File: src/rtl/twospeed_clk_ctrl.sv
module twospeed_clk_ctrl #(
  parameter int OST_CYCLES = 1024
) (
  input  logic       clk,
  input  logic       rst_n,
  input  logic [2:0] osc_mode,
  input  logic       sw_en,
  input  logic       sel_wr,
  input  logic [1:0] sel_wdata,
  input  logic       sec_ready,
  input  logic       pwrup_done,
  input  logic       sleep_req,
  input  logic       wake,
  input  logic       ext_edge,
  output logic [1:0] clk_src,
  output logic [1:0] sel_field,
  output logic       xtal_stable,
  output logic       src_switch
);
  localparam int CW = $clog2(OST_CYCLES + 1);
  localparam logic [1:0] SRC_INT = 2'b00;
  localparam logic [1:0] SRC_EXT = 2'b01;
  localparam logic [1:0] SRC_SEC = 2'b10;

  logic [CW-1:0] cnt;
  logic [1:0]    sel_q, src_q, tgt;
  logic          done_q, started, asleep, pulse_q;

  wire crystal  = (osc_mode <= 3'd2);
  wire counting = started & ~asleep & crystal & ~done_q;
  wire last_one = (cnt == CW'(OST_CYCLES - 1));

  always_comb begin
    tgt = src_q;
    if (sel_q[1])
      tgt = SRC_INT;
    else if (sel_q[0]) begin
      if (sec_ready) tgt = SRC_SEC;
    end else if (!crystal || done_q || !sw_en)
      tgt = SRC_EXT;
    else
      tgt = SRC_INT;
  end

  always_ff @(posedge clk) begin
    if (!rst_n) begin
      sel_q   <= 2'b00;
      src_q   <= SRC_INT;
      pulse_q <= 1'b0;
      cnt     <= '0;
      done_q  <= 1'b0;
      started <= 1'b0;
      asleep  <= 1'b0;
    end else begin
      if (sel_wr) sel_q <= sel_wdata;
      if (pwrup_done) started <= 1'b1;
      if (sleep_req) begin
        asleep <= 1'b1;
        cnt    <= '0;
        done_q <= 1'b0;
      end else begin
        if (wake) asleep <= 1'b0;
        if (counting && ext_edge) begin
          if (last_one) begin
            cnt    <= '0;
            done_q <= 1'b1;
          end else begin
            cnt <= cnt + 1'b1;
          end
        end
      end
      src_q   <= tgt;
      pulse_q <= (tgt != src_q);
    end
  end

  assign clk_src     = src_q;
  assign sel_field   = sel_q;
  assign xtal_stable = done_q;
  assign src_switch  = pulse_q;
endmodule


File: config.mk
export PLATFORM = sky130hd
export DESIGN_NAME = twospeed_clk_ctrl
export DESIGN_NICKNAME = d
export VERILOG_FILES = /design/src/rtl/twospeed_clk_ctrl.sv
export SDC_FILE = /design/constraint.sdc
export NUM_CORES = 1
export LEC_CHECK = 0
export ABC_AREA = 1
export ABC_CLOCK_PERIOD_IN_PS = 1300
export BUFFER_PORTS_ARGS = -buffer_cell sky130_fd_sc_hd__buf_2
export CAP_MARGIN = 20
export CELL_PAD_IN_SITES_DETAIL_PLACEMENT = 1
export CELL_PAD_IN_SITES_GLOBAL_PLACEMENT = 1
export CORE_ASPECT_RATIO = 1.2
export CORE_MARGIN = 2
export CORE_UTILIZATION = 33
export DETAILED_ROUTE_END_ITERATION = 8
export PLACE_DENSITY_LB_ADDON = 0.08
export SYNTH_ARGS = -nofsm -noshare
export SYNTH_HDL_FRONTEND = slang
export SYNTH_SLANG_ARGS = --single-unit
File: constraint.sdc
create_clock -name clk -period 1.3 [get_ports clk]
set_input_delay 0.26 -clock clk [delete_from_list [all_inputs] [get_ports clk]]
set_output_delay 0.26 -clock clk [all_outputs]
set_load 0.01 [all_outputs]
Word-level counts from Yosys, hierarchy flattened
Cells that the tools add are included.
{"block": "totals", "register_bits": 19, "out_inout_bits": 6}
{"block": "op_classes", "addsub": 1, "n_lt_le_gt_ge": 1, "eq_ne": 2, "mux": 7, "bitwise_logic": 6, "n_reduce_logical": 8}
{"op": "$add 11x1->11 const B", "count": 1}
{"op": "$eq 11x10->1 const B", "count": 1}
{"op": "$mux 11", "count": 1}
{"op": "$mux 2", "count": 3}
{"op": "$and 1x1->1", "count": 3}
{"op": "$le 3x2->1 const B", "count": 1}
{"op": "$mux 1", "count": 3}
{"op": "$not 1->1", "count": 3}
{"op": "$logic_not 1->1", "count": 2}
{"op": "$logic_or 1x1->1", "count": 2}
{"op": "$ne 2x2->1", "count": 1}
{"op": "$reduce_and 2->1", "count": 1}
{"op": "$reduce_bool 2->1", "count": 1}
{"op": "$reduce_or 2->1", "count": 1}
{"op": "$logic_and 1x1->1", "count": 1}

Longest topological paths before layout
{"block": "logic_depth", "ltp_word": 8, "ltp_mapped": 8}

Worst setup path before layout
Ideal clock, no wire load.
{"block": "synth_timing", "path_kind": "register to register", "start": "register cnt[0]", "end": "register cnt[1]", "t_arrival_ns": 1.160, "required_time_ns": 1.184, "setup_slack_ns": 0.024, "path_stages_with_launch": 7, "synth_period_minus_slack_ns": 1.276, "path_cell_list": "dfxtp_1 > ha_1 > nand2_1 > nor3b_4 > nand3_2 > nand2_2 > nor2_1"}
{"block": "synth_between", "elab_chain_cells": 2, "elab_cells_between_ends": 3}
{"element": "start, declared", "line": "25", "source": "logic [CW-1:0] cnt;"}
{"element": "start signal, assigned", "line": "68", "source": "cnt <= cnt + 1'b1;"}
{"element": "$add 11x1->11 / $eq 11x10->1 (equally long branches)", "line": "68, 31"}
{"element": "$mux 11 *", "line": "64", "source": "if (last_one) begin"}
Mark *: on every way between the ends. The rest lies on a longest branch, timed or not.
A chain may end at the register's enable or synchronous reset.

Worst setup path in the final report
{"block": "layout_timing", "start": "register cnt[0]", "end": "register cnt[9]"}
The elaborated chain is that of the path after synthesis.

==> impl_metrics.tcl <==
set metrics [dict create \
    status "complete, but fails checks" \
    violations "setup timing" \
    synth_area_per_cell_um2 7.27 \
    cp-startpoint "cnt[0]" \
    critPathKind "reg -> reg" \
    ir_drop_v 0.000337 \
    cp_slowest_cell "dfxtp_2" \
    core_um2 2580 \
    synth-async-reset-ratio_pct 0 \
    rr_endpoint "cnt[9]" \
    rrSetupSlack_ps -9 \
    numCtsBuffers 3 \
    pre_cts_ws_ps -119 \
    ant_nets 0 \
    maxSlewViolCount 0 \
    critPathCaptureType "flip-flop" \
    die_w_um 51.9 \
    drv_cap 0 \
    drt-initial-drc-count 2 \
    regArea_um2 383 \
    port_buffers 19 \
    wl_per_cell_um 11.7 \
    finalClockSkew_ps 7.71 \
    cp.buffers_inverters 0 \
    leakagePower_nw 0.568 \
    crit_path_cell_trace "ha_4 > nand2_4 > nor3b_4 > nand3_2 > nand2_4 > a21oi_1" \
    rsz0062_at_grt "true" \
    max_slew_margin_pct 81.5 \
    worstSetupEndpoint "cnt[9]" \
    crit_family "simple AND/OR/NAND/NOR gates" \
    synth_nets 140 \
    row_count 20 \
    synth_cells 125 \
    holdCritPathClass "in -> reg" \
    layout-drive-gt1-share_pct 34.6 \
    seqPwrFrac_pct 58.9 \
    clk_path_buf_depth 2 \
    areaGrowthSynthToFinish_pct 32.5 \
    holdPathStages 3 \
    yosys-top-cells-area "dfxtp_1, nand2_1, inv_1" \
    post-route-min-period_ps 1310 \
    multi_input_area_um2 484 \
    tritoncts "yes" \
    clk_latency_ps 300 \
    synth_cell_types 22 \
    synth_area_um2 908 \
    fill_cells 346 \
    final_hold_viol_count 0 \
    max_freq_mhz 764 \
    worst_slack_ps -8.86 \
    slowest_delay_ps 370 \
    synth_top_cells_by_count "nand2_1, dfxtp_1, inv_1" \
    worstPathArrival_ps 1500 \
    cts.sinks 19 \
    grt_pass1_wl_um 3760 \
    drt-total-wl_um 2240 \
    synth-edff-count 0 \
    initial_core_util_pct 35.2 \
    ys_warn_count 0 \
    dp_hpwl_um 1760 \
    power_frac_clock_pct 29.6 \
    intPower_w 0.000771 \
    tns_ps -17.3 \
    synth_ff_type "dfxtp_1" \
    viasPerCell 4.61 \
    drc 0 \
    switchingPower_w 0.000265 \
    grt_pass1_vias 893 \
    comb_power_share_pct 11.6 \
    dieArea_um2 3190 \
    crit_path_frequent_cell "nand2_4" \
    worstSetupStartpointType "flip-flop" \
    ios 20 \
    synth-seq-area-share_pct 41.9 \
    grt_max_degree 18 \
    setup_viol 3 \
    antenna_found_initial 0 \
    grt.overflow.total 0 \
    htree_levels 1 \
    place.gp.congestion 0.752 \
    worst_pin_slew_ps 277 \
    synth_top_cell_area_share_pct 41.9 \
    yosys.area.top_type "dfxtp_1" \
    r2r-start "cnt[0]" \
    clockRootBuffer "clkbuf_4" \
    p_sw_share_pct 25.6 \
    worstPathMaxFanout 6 \
    firstDrtPassIters 2 \
    ff2ff_path_depth 6 \
    die_y_um 61.5 \
    num_vias 886 \
    worstSetupPathDepth 6 \
    nets 175 \
    diodes 0 \
    period_share_pct 101 \
    critPathRequiredTime_ps 1490 \
    clk_pin_slew_ps 120 \
    globalRouteTotalUtil_pct 16.0 \
    p_per_area_nw_per_um2 861 \
    ys_ff_latch 19 \
    synth_most_common_cell "nand2_1" \
]
sequential cells by signal, summed over array words and instances (netlist names):
signal       cells
cnt             11
clk_src          2
sel_field        2
asleep           1
src_switch       1
started          1
xtal_stable      1
cells in the final DEF, fill, tap and decap left out, drive strengths merged:
cell type  instances
buf               31
inv               19
o21ai              3
dfxtp             19
nor3b              1
o21bai             1
xor2               2
a21oi              8
clkbuf             4
or2                2
nand2             26
nand3b             1
ha                 1
nor2              22
nand4              3
nand3             11
and3               2
nor3               3
per-stage QoR:
stage | util, % | cell area (um2) | total power [W] | hold slack, ps | cells
finish | 46.7 | 1200 | 0.00104 | 170 | 192
detailed placement | 43.2 | 1110 | 0.000741 | 463 | 185
global placement | 43.2 | 1110 | 0.000735 | 452 | 185
floorplan | - | 908 | 0.000685 | 358 | 125
global route | 46.7 | 1200 | 0.00109 | 180 | 192
CTS | 45.8 | 1180 | 0.00105 | 159 | 191
worst min-delay path: stages:
cell and delay (ps):
buf_2 80, nor2_1 30, nor2_1 60
layout make-up:
class,instances,share of cell area (%)
inverters,19,5.93
repair buffers,31,16.4
flip-flops and latches,19,31.8
well taps,33,3.43
multi-input cells,86,40.2
clock buffers,4,2.18
logic make-up (layout without fill, tap and decap cells):
| group | count (synthesis) | after routing | synth area share (%) |
|---|---|---|---|
| xor+xnor | 2 | 2 | 1.93 |
| flops | 19 | 19 | 41.9 |
| fa+ha+maj | 1 | 1 | 1.38 |
| simple gates | 71 | 71 | 38.8 |
| buf+inv | 20 | 54 | 9.09 |
| compound gates | 12 | 12 | 6.89 |
power by group through the flow:
stage	clock network (W)	logic [W]	registers, W
finish	0.000307	0.000120	0.000610
global route	0.000336	0.000137	0.000613
CTS	0.000318	0.000120	0.000611
detailed placement	0	0.000117	0.000624
global placement	0	0.000113	0.000623
floorplan	0	0.0000574	0.000628
layer usage:
layer  up-vias  wire length, um  global-route usage, %
li1        461                -                      -
met2        12             1210                   30.6
met4         0               19                   7.89
met3         2               83                   2.43
met5         -                0                      0
met1       411              930                   17.0
worst min path at each step:
stage / from / endpoint / slack (ps)
detailed placement: started / started / 460
finish: pwrup_done / started / 170
global route: pwrup_done / started / 180
global placement: started / started / 450
floorplan: rst_n / src_switch / 360
CTS: pwrup_done / started / 160
what timing repair did:
action / 4_1_cts / 5_1_grt
hold buffers: 0 / 0
endpoints found under the setup margin: 9 / 10
pin swaps: 3 / 9
buffers inserted: 2 / 1
gates resized for setup: 7 / 5
No activity file was read; power rests on OpenSTA's default activity.
